<file path="src/rtl/sleep_pkg.sv">
package sleep_pkg;

  typedef enum logic [1:0] {
    PH_ACTIVE = 2'd0,
    PH_SLEEP  = 2'd1,
    PH_HALT   = 2'd2
  } phase_e;

  localparam logic [2:0] MODE_IDLE  = 3'd0;
  localparam logic [2:0] MODE_PDOWN = 3'd2;
  localparam logic [2:0] MODE_PSAVE = 3'd3;
  localparam logic [2:0] MODE_STBY  = 3'd6;
  localparam logic [2:0] MODE_XSTBY = 3'd7;

  localparam int HALT_CYCLES = 4;

  typedef struct packed {
    logic   enter;
    logic   resume;
    phase_e phase;
  } ctlStrobe_t;

  function automatic logic modeValid(input logic [2:0] m);
    return (m == MODE_IDLE) || (m == MODE_PDOWN) || (m == MODE_PSAVE) ||
           (m == MODE_STBY) || (m == MODE_XSTBY);
  endfunction

endpackage

</file>
<file path="src/rtl/sleep_datapath.sv">
module sleep_datapath
  import sleep_pkg::*;
#(
  parameter int NIRQ = 8,
  parameter int NPER = 4,
  parameter logic [NIRQ-1:0] ASYNC_MASK = 8'h03,
  parameter logic [NIRQ-1:0] RTC_MASK = 8'h04,
  localparam int RW = (NPER > 4) ? NPER : 4
) (
  input  logic            clk,
  input  logic            rstN,
  input  logic            regWrEn,
  input  logic            regAddr,
  input  logic [RW-1:0]   regWrData,
  input  logic [NIRQ-1:0] irqPend,
  input  logic            nvmBusy,
  input  ctlStrobe_t      ctl,
  output logic            sleepOk,
  output logic            wakeHit,
  output logic            cpuClkEn,
  output logic            nvmClkEn,
  output logic [NPER-1:0] perClkEn,
  output logic            asyncClkEn,
  output logic            oscEn
);

  logic            sleepEn;
  logic [2:0]      modeField;
  logic [NPER-1:0] stopBits;
  logic [2:0]      sleptMode;
  logic            nvmHold;
  logic [NIRQ-1:0] wakeMask;
  logic            perDomainOn;
  logic            inSleep;

  assign inSleep = (ctl.phase == PH_SLEEP);

  always_ff @(posedge clk or negedge rstN) begin
    if (!rstN) begin
      sleepEn   <= 1'b0;
      modeField <= 3'd0;
      stopBits  <= '0;
    end else if (regWrEn) begin
      if (regAddr == 1'b0) begin
        sleepEn   <= regWrData[0];
        modeField <= regWrData[3:1];
      end else begin
        stopBits  <= regWrData[NPER-1:0];
      end
    end
  end

  always_ff @(posedge clk or negedge rstN) begin
    if (!rstN) begin
      sleptMode <= MODE_IDLE;
      nvmHold   <= 1'b0;
    end else if (ctl.enter) begin
      sleptMode <= modeField;
      nvmHold   <= nvmBusy;
    end else if (inSleep) begin
      nvmHold   <= nvmHold & nvmBusy;
    end
  end

  assign sleepOk = sleepEn && modeValid(modeField);

  always_comb begin
    unique case (sleptMode)
      MODE_IDLE:             wakeMask = '1;
      MODE_PSAVE, MODE_XSTBY: wakeMask = ASYNC_MASK | RTC_MASK;
      default:               wakeMask = ASYNC_MASK;
    endcase
  end

  assign wakeHit = inSleep && ((irqPend & wakeMask) != '0);

  always_comb begin
    cpuClkEn    = (ctl.phase == PH_ACTIVE);
    nvmClkEn    = 1'b1;
    asyncClkEn  = 1'b1;
    oscEn       = 1'b1;
    perDomainOn = 1'b1;
    if (inSleep) begin
      nvmClkEn    = nvmHold;
      perDomainOn = (sleptMode == MODE_IDLE);
      asyncClkEn  = (sleptMode == MODE_IDLE) || (sleptMode == MODE_PSAVE) ||
                    (sleptMode == MODE_XSTBY);
      oscEn       = (sleptMode == MODE_IDLE) || (sleptMode == MODE_STBY) ||
                    (sleptMode == MODE_XSTBY);
    end
  end

  for (genvar i = 0; i < NPER; i++) begin : g_perGate
    assign perClkEn[i] = perDomainOn & ~stopBits[i];
  end

endmodule

</file>
<file path="src/rtl/sleep_control.sv">
module sleep_control
  import sleep_pkg::*;
(
  input  logic       clk,
  input  logic       rstN,
  input  logic       sleepReq,
  input  logic       sleepOk,
  input  logic       wakeHit,
  output ctlStrobe_t ctl,
  output logic       cpuHalt,
  output logic       wakePulse
);

  localparam int HCW = $clog2(HALT_CYCLES);
  localparam logic [HCW-1:0] HALT_LAST = HCW'(HALT_CYCLES - 1);

  phase_e         phase;
  logic [HCW-1:0] haltCnt;

  always_comb begin
    ctl.phase  = phase;
    ctl.enter  = (phase == PH_ACTIVE) && sleepReq && sleepOk;
    ctl.resume = (phase == PH_HALT) && (haltCnt == HALT_LAST);
  end

  always_ff @(posedge clk or negedge rstN) begin
    if (!rstN) begin
      phase     <= PH_ACTIVE;
      haltCnt   <= '0;
      wakePulse <= 1'b0;
    end else begin
      wakePulse <= ctl.resume;
      unique case (phase)
        PH_ACTIVE: if (ctl.enter) phase <= PH_SLEEP;
        PH_SLEEP: if (wakeHit) begin
          phase   <= PH_HALT;
          haltCnt <= '0;
        end
        PH_HALT: begin
          if (ctl.resume) phase <= PH_ACTIVE;
          else haltCnt <= haltCnt + 1'b1;
        end
        default: phase <= PH_ACTIVE;
      endcase
    end
  end

  assign cpuHalt = (phase != PH_ACTIVE);

endmodule

</file>
<file path="src/rtl/sleep_clk_ctrl.sv">
module sleep_clk_ctrl
  import sleep_pkg::*;
#(
  parameter int NIRQ = 8,
  parameter int NPER = 4,
  parameter logic [NIRQ-1:0] ASYNC_MASK = 8'h03,
  parameter logic [NIRQ-1:0] RTC_MASK = 8'h04,
  localparam int RW = (NPER > 4) ? NPER : 4
) (
  input  logic            clk,
  input  logic            rstN,
  input  logic            regWrEn,
  input  logic            regAddr,
  input  logic [RW-1:0]   regWrData,
  input  logic            sleepReq,
  input  logic [NIRQ-1:0] irqPend,
  input  logic            nvmBusy,
  output logic            cpuClkEn,
  output logic            nvmClkEn,
  output logic [NPER-1:0] perClkEn,
  output logic            asyncClkEn,
  output logic            oscEn,
  output logic            cpuHalt,
  output logic            wakePulse
);

  ctlStrobe_t ctl;
  logic       sleepOk;
  logic       wakeHit;

  sleep_control u_ctrl (
    .clk       (clk),
    .rstN      (rstN),
    .sleepReq  (sleepReq),
    .sleepOk   (sleepOk),
    .wakeHit   (wakeHit),
    .ctl       (ctl),
    .cpuHalt   (cpuHalt),
    .wakePulse (wakePulse)
  );

  sleep_datapath #(
    .NIRQ(NIRQ), .NPER(NPER), .ASYNC_MASK(ASYNC_MASK), .RTC_MASK(RTC_MASK)
  ) u_dp (
    .clk        (clk),
    .rstN       (rstN),
    .regWrEn    (regWrEn),
    .regAddr    (regAddr),
    .regWrData  (regWrData),
    .irqPend    (irqPend),
    .nvmBusy    (nvmBusy),
    .ctl        (ctl),
    .sleepOk    (sleepOk),
    .wakeHit    (wakeHit),
    .cpuClkEn   (cpuClkEn),
    .nvmClkEn   (nvmClkEn),
    .perClkEn   (perClkEn),
    .asyncClkEn (asyncClkEn),
    .oscEn      (oscEn)
  );

endmodule

</file>
<file path="config.mk">
export PLATFORM = sky130hd
export DESIGN_NAME = sleep_clk_ctrl
export DESIGN_NICKNAME = d
export VERILOG_FILES = /design/src/rtl/sleep_pkg.sv /design/src/rtl/sleep_datapath.sv /design/src/rtl/sleep_control.sv /design/src/rtl/sleep_clk_ctrl.sv
export SDC_FILE = /design/constraint.sdc
export NUM_CORES = 1
export LEC_CHECK = 0
export BUFFER_PORTS_ARGS = -buffer_cell sky130_fd_sc_hd__clkbuf_2
export CORE_ASPECT_RATIO = 1.5
export CORE_UTILIZATION = 40
export DETAILED_ROUTE_END_ITERATION = 8
export PLACE_DENSITY = 0.65
export SLEW_MARGIN = 20
export SYNTH_ARGS = -nofsm -noshare
export SYNTH_HDL_FRONTEND = slang
export SYNTH_SLANG_ARGS = --single-unit
</file>
<file path="constraint.sdc">
create_clock -name clk -period 1.7 [get_ports clk]
set_input_delay 0.085 -clock clk [delete_from_list [all_inputs] [get_ports clk]]
set_output_delay 0.085 -clock clk [all_outputs]
set_load 0.02 [all_outputs]
</file>
==> results of run 1 <==
area by class of cell:
type,count,area [sq um]
fillers,203,915
flip-flops and latches,17,425
repair buffers,33,190
well taps,22,27.5
clock buffers,3,22.5
inverters,8,30.0
clock inverters,1,7.51
multi-input cells,61,434
power groups by stage:
stage / Sequential [uW] / Combinational [uW] / Clock (uW)
after CTS: 582 / 722 / 237
after detailed placement: 606 / 654 / 0
after floorplan: 584 / 458 / 0
after global placement: 605 / 638 / 0
after global routing: 597 / 801 / 259
final: 584 / 728 / 230
per-layer routing:
layer / global-route usage (%) / routed length [microns] / up-vias
li1: - / - / 380
met1: 21.8 / 799 / 361
met2: 33.3 / 1090 / 19
met3: 3.38 / 68 / 2
met4: 7.14 / 12 / 0
met5: 0 / 0 / -
worst register-to-register path, stage by stage (launching register included):
cell	delay, ps
dfrtp_1	400
or3_4	400
a32o_2	270
a221o_1	320
a21oi_1	150
registers in the layout (all words and copies together) (netlist names):
register,flops
u_dp.nvmHold,1
u_dp.sleepEn,1
u_dp.modeField,3
u_ctrl.haltCnt,2
u_ctrl.phase,2
u_ctrl.wakePulse,1
u_dp.sleptMode,3
u_dp.stopBits,4
stage by stage:
stage | area [sq um] | hold slack, ps | util (%) | total power (uW) | setup WS [ps]
finish | 1140 | 31.5 | 55.4 | 1540 | 72.8
detailed placement | 1060 | 45.0 | 51.5 | 1260 | 50.1
global placement | 1060 | 46.8 | 51.5 | 1240 | 43.0
global route | 1140 | 14.3 | 55.4 | 1660 | -0.258
CTS | 1130 | 21.5 | 54.9 | 1540 | 55.3
floorplan | 882 | -211 | - | 1040 | 17.3
layout by cell type, fill, tap and decap left out, types with 2 or more instances in the layout:
master | Yosys | layout
dfrtp_1 | 17 | 17
o211ai_1 | 3 | 3
dlygate4sd3_1 | 0 | 2
nand2_1 | 9 | 9
mux2_2 | 8 | 8
a211oi_1 | 2 | 2
nor2b_1 | 3 | 3
buf_4 | 0 | 6
clkbuf_2 | 0 | 24
inv_1 | 8 | 8
ha_1 | 4 | 4
clkbuf_4 | 0 | 3
o21ai_0 | 2 | 2
nor2_1 | 8 | 8
a21oi_1 | 7 | 7
repair_timing:
item                                    CTS  global route
gates resized for setup                   3             6
cloned                                    0             0
buffers inserted                          2             0
endpoints found under the hold margin    18             0
hold buffers                              2             0
endpoints found under the setup margin    6             7
worst max path at each step:
| stage | slack (ps) | to | depth (start not counted) |
|---|---|---|---|
| final | 70 | perClkEn[3] | 4 |
| after global placement | 40 | u_ctrl.phase[1]$_DFFE_PN0P_ | 4 |
| after CTS | 60 | perClkEn[2] | 4 |
| after global routing | -0.3 | perClkEn[2] | 4 |
| after detailed placement | 50 | u_ctrl.phase[1]$_DFFE_PN0P_ | 4 |
| after floorplan | 20 | u_ctrl.phase[1]$_DFFE_PN0P_ | 6 |
cell families after synthesis:
family | count (synthesis)
simple gates | 28
compound gates | 21
flops | 17
buf+inv | 9
mux | 8
fa+ha+maj | 4
==> flow_metrics.py, run 1 <==
metrics = {
    "floorplan": {
        "start_util_pct": 43.0,
        "row_count": 20,
        "die_w_microns": 40.3,
        "placeableCoreArea_sq_um": 2050,
        "die-height_microns": 59.5,
        "ioPinCount": 28,
        "dieArea_sq_um": 2400,
    },
    "logic_synthesis": {
        "yosys.area_share.xor_xnor_pct": 0,
        "yosys.area_share.simple_pct": 15.9,
        "syn_avg_cell_area_sq_um": 10.1,
        "synth_cell_types": 27,
        "syn-num-nets": 109,
        "synth_top_family_by_area": "compound AO/OA/AOI/OAI gates",
        "synth_ff_type": "dfrtp_1",
        "yosysTopAreaCell": "dfrtp_1",
        "async_flop_share_pct": 100,
        "ys_ff_latch": 17,
        "syn-cell-area_sq_um": 882,
        "synthCells": 87,
        "synthTopCellsByCount": "dfrtp_1, nand2_1, inv_1, mux2_2, nor2_1",
        "netlist.area_leader.share_pct": 48.2,
        "ys.warnings.count": 0,
        "yosysSeqAreaShare_pct": 48.2,
        "synth_edf_count": 0,
        "yosysMostFrequentCell": "dfrtp_1",
        "synth_compound_area_share_pct": 16.2,
        "synth_fa_ha_area_share_pct": 5.67,
        "synth_area_leaders": "dfrtp_1, mux2_2, ha_1",
        "synthMuxAreaShare_pct": 10.2,
    },
    "place": {
        "portBuffers": 27,
        "gp_congestion": 0.738,
        "dp_hpwl_mm": 1.48,
        "dp_cells": 137,
    },
    "global_routing": {
        "grtUsageTotal_pct": 19.1,
        "grt_pass1_wl_mm": 3.10,
        "first_global_vias": 741,
        "grt_antenna_before_repair": 0,
        "grt_max_degree": 18,
        "overflow": 0,
    },
    "critical_path": {
        "startpoint": "u_dp.sleptMode[1]$_DFFE_PN0P_",
        "reg2reg_slack_ps": 80,
        "path_cells": "or3_4 -> and2_4 -> nor2_1 -> clkbuf_2",
        "crit_type": "reg2out",
        "crit_fanout": 6,
        "r2r_start": "u_dp.sleptMode[1]$_DFFE_PN0P_",
        "cp-start-kind": "flop",
        "critPathArrivalTime_ps": 1540,
        "reg2regPathDepth": 4,
        "critical_path.slowest_cell": "dfrtp_1",
        "cp.buffers_inverters": 1,
        "timing.rr.end": "u_ctrl.phase[1]$_DFFE_PN0P_",
        "critPathTopFamily": "simple AND/OR/NAND/NOR gates",
        "cp.required_ps": 1620,
        "endpoint_kind": "output pin",
        "crit_path_max_incr_delay_ps": 400,
    },
    "power": {
        "intPower_uw": 937,
        "p_leak_uw": 0.000548,
        "seq_power_share_pct": 37.9,
        "ir_drop_v": 0.000786,
        "switching_share_pct": 39.2,
        "comb_power_share_pct": 47.2,
        "clkPwrFrac_pct": 14.9,
        "power_density_nw_per_um2": 1360,
        "power_switching_uw": 604,
    },
    "cells_and_area": {
        "drive_gt1_share_pct": 39.8,
        "final_cells": 145,
        "nets": 146,
        "synthToLayoutAreaGrowth_pct": 28.9,
        "diodes": 0,
    },
    "clocking": {
        "cts_tree": "built",
        "clk_latency_ps": 290,
        "clk_path_buf_depth": 2,
        "cts_buffers": 3,
        "path_clk_slew_ps": 110,
        "ctsRootBufferMaster": "clkbuf_4",
        "cts.sinks": 17,
        "htree_levels": 1,
    },
    "routing": {
        "wl_per_cell_microns": 13.6,
        "via_per_inst": 5.26,
        "ant_nets": 0,
        "route.detailed.drc": 0,
        "num_vias": 762,
        "drt-initial-drc-count": 8,
        "dr.pass1.iters": 4,
        "routed_wl_mm": 1.97,
    },
    "timing": {
        "fin_crit_ps": 1630,
        "maxSlewHeadroom_pct": 69.6,
        "finalMaxSlewViolations": 0,
        "max_freq_ghz": 0.615,
        "setup_violations": 0,
        "finalClockSkew_ps": 2.18,
        "report.final.hold_viol_count": 0,
        "setup_tns_ps": 0,
        "tightest_slew_ps": 457,
        "min_period_over_period_pct": 95.7,
    },
    "run": {
        "cap_viol_max_count": 0,
    },
    "status": {
        "status": "complete, no violations",
    },
    "worst_hold_path": {
        "hp-start": "regWrData[1]",
        "min_to": "u_dp.modeField[0]$_DFFE_PN0P_",
        "worst_hold_path_type": "in2reg",
        "holdPathStages": 2,
    },
}
(Power assumes the default switching activity.)
==> run 2, diff against run 1 <==
CORE_ASPECT_RATIO = 0.7   (was 1.5)
SLEW_MARGIN = 15   (was 20)
==> flow_metrics.py, run 2 (synthesis gave the netlist of run 1 again) <==
metrics = {
    "floorplan": {
        "die_w_microns": 58.1,
        "placeableCoreArea_sq_um": 1970,
        "die-height_microns": 41.3,
        "row_count": 13,
        "ioPinCount": 28,
        "start_util_pct": 44.8,
        "dieArea_sq_um": 2400,
    },
    "timing": {
        "rsz0062_at_grt": "false",
        "max_freq_ghz": 0.618,
        "fin_crit_ps": 1620,
        "tightest_slew_ps": 432,
        "finalClockSkew_ps": 2.51,
        "finalMaxSlewViolations": 0,
        "setup_tns_ps": 0,
        "setup_violations": 0,
        "min_period_over_period_pct": 95.1,
        "maxSlewHeadroom_pct": 71.2,
        "report.final.hold_viol_count": 0,
    },
    "critical_path": {
        "endpoint_kind": "output pin",
        "critPathTopFamily": "simple AND/OR/NAND/NOR gates",
        "crit_fanout": 6,
        "crit_type": "reg2out",
        "path_cells": "or3_4 -> and2_4 -> nor2_1 -> clkbuf_4",
        "cp-start-kind": "flop",
        "crit_path_max_incr_delay_ps": 400,
        "cp.required_ps": 1620,
        "critical_path.slowest_cell": "or3_4",
        "cp.buffers_inverters": 1,
        "critPathArrivalTime_ps": 1530,
    },
    "global_routing": {
        "grt_antenna_before_repair": 0,
        "first_global_vias": 652,
        "grtUsageTotal_pct": 17.9,
        "grt_max_degree": 18,
        "overflow": 0,
        "grt_pass1_wl_mm": 3.01,
    },
    "routing": {
        "dr.pass1.iters": 4,
        "via_per_inst": 5.01,
        "ant_nets": 0,
        "wl_per_cell_microns": 12.5,
        "drt-initial-drc-count": 27,
        "route.detailed.drc": 0,
        "routed_wl_mm": 1.92,
        "num_vias": 766,
    },
    "clocking": {
        "cts_buffers": 3,
        "htree_levels": 1,
        "cts_tree": "built",
        "clk_path_buf_depth": 2,
        "path_clk_slew_ps": 90,
        "cts.sinks": 17,
        "ctsRootBufferMaster": "clkbuf_4",
        "clk_latency_ps": 280,
    },
    "run": {
        "cap_viol_max_count": 0,
    },
    "place": {
        "gp_congestion": 0.859,
        "portBuffers": 27,
        "dp_cells": 147,
        "dp_hpwl_mm": 1.54,
    },
    "cells_and_area": {
        "layout_commonest_cell": "clkbuf_2",
        "synthToLayoutAreaGrowth_pct": 28.7,
        "diodes": 0,
        "nets": 146,
        "drive_gt1_share_pct": 38.2,
        "reg_top3": "u_dp.stopBits x4, u_dp.modeField x3, u_dp.sleptMode x3",
        "largest_reg_flops": 4,
        "final_cell_mix": "clkbuf_2, dfrtp_1, nand2_1",
        "top_register": "u_dp.stopBits",
        "final_cells": 153,
    },
    "worst_hold_path": {
        "worst_hold_path_type": "in2reg",
    },
    "power": {
        "power_density_nw_per_um2": 1330,
        "p_leak_uw": 0.000549,
        "ir_drop_v": 0.000771,
    },
    "status": {
        "status": "complete, no violations",
    },
}
==> run 2: routing by layer <==
layer / vias to the layer above / GRT usage, % / share of wire [%]
li1: 381 / - / -
met3: 2 / 6.48 / 4.2
met1: 369 / 24.1 / 52
met4: 0 / 3.57 / 0.47
met2: 14 / 28.4 / 43
met5: - / 0 / 0
==> run 2: through the flow <==
stage / util (%) / power [uW] / area, sq um / worst slack (ps) / hold WS (ps)
after global routing: 57.7 / 1630 / 1130 / 3.58 / 27.6
final: 57.7 / 1510 / 1130 / 82.9 / 17.1
after detailed placement: 54.9 / 1270 / 1080 / 64.1 / 42.7
after global placement: 54.9 / 1260 / 1080 / 88.5 / 48.3
after CTS: 57.3 / 1510 / 1130 / 1.79 / 12.3
after floorplan: - / 1040 / 882 / 17.3 / -211
==> run 2: worst paths after layout <==
path	endpoint	cells past startpoint	start	slack (ps)
setup / recovery	perClkEn[0]	4	u_dp.sleptMode[1]$_DFFE_PN0P_	80
hold / removal	u_dp.modeField[1]$_DFFE_PN0P_	3	regWrData[2]	20
setup reg to reg	u_ctrl.phase[1]$_DFFE_PN0P_	4	u_dp.sleptMode[1]$_DFFE_PN0P_	100
hold reg to reg	u_dp.stopBits[3]$_DFFE_PN0P_	1	u_dp.stopBits[3]$_DFFE_PN0P_	520
max in group asynchronous	u_dp.modeField[2]$_DFFE_PN0P_	2	rstN	1130
min in group asynchronous	u_dp.sleptMode[1]$_DFFE_PN0P_	2	rstN	270
==> run 2: area by class of cell <==
cell class,instances,area [sq um]
fill,180,833
multi-input combinational,61,428
sequential,17,425
timing repair buffer,33,188
tap,30,37.5
clock buffer,4,26.3
inverter,8,30.0
==> run 2: worst register-to-register path: cells and delay by family (launching register included) <==
kind	cells	cell delay, ps
AOI/OAI and AO/OA	3	750
and+or+nand+nor	1	400
DFF	1	390
==> run 2: timing repair <==
action,4_1_cts,5_1_grt
gates cloned,0,0
hold buffers,1,0
endpoints found under the hold margin,17,0
gates resized for setup,1,5
buffers inserted,1,0
setup endpoints to repair,4,10
==> run 2: report_power, final <==
part / leakage [uW] / internal [uW] / switching, uW
sequential: 0.000208 / 514 / 71.1
combinational: 0.000326 / 329 / 384
clock: 0.0000150 / 91.1 / 118
total: 0.000549 / 934 / 573
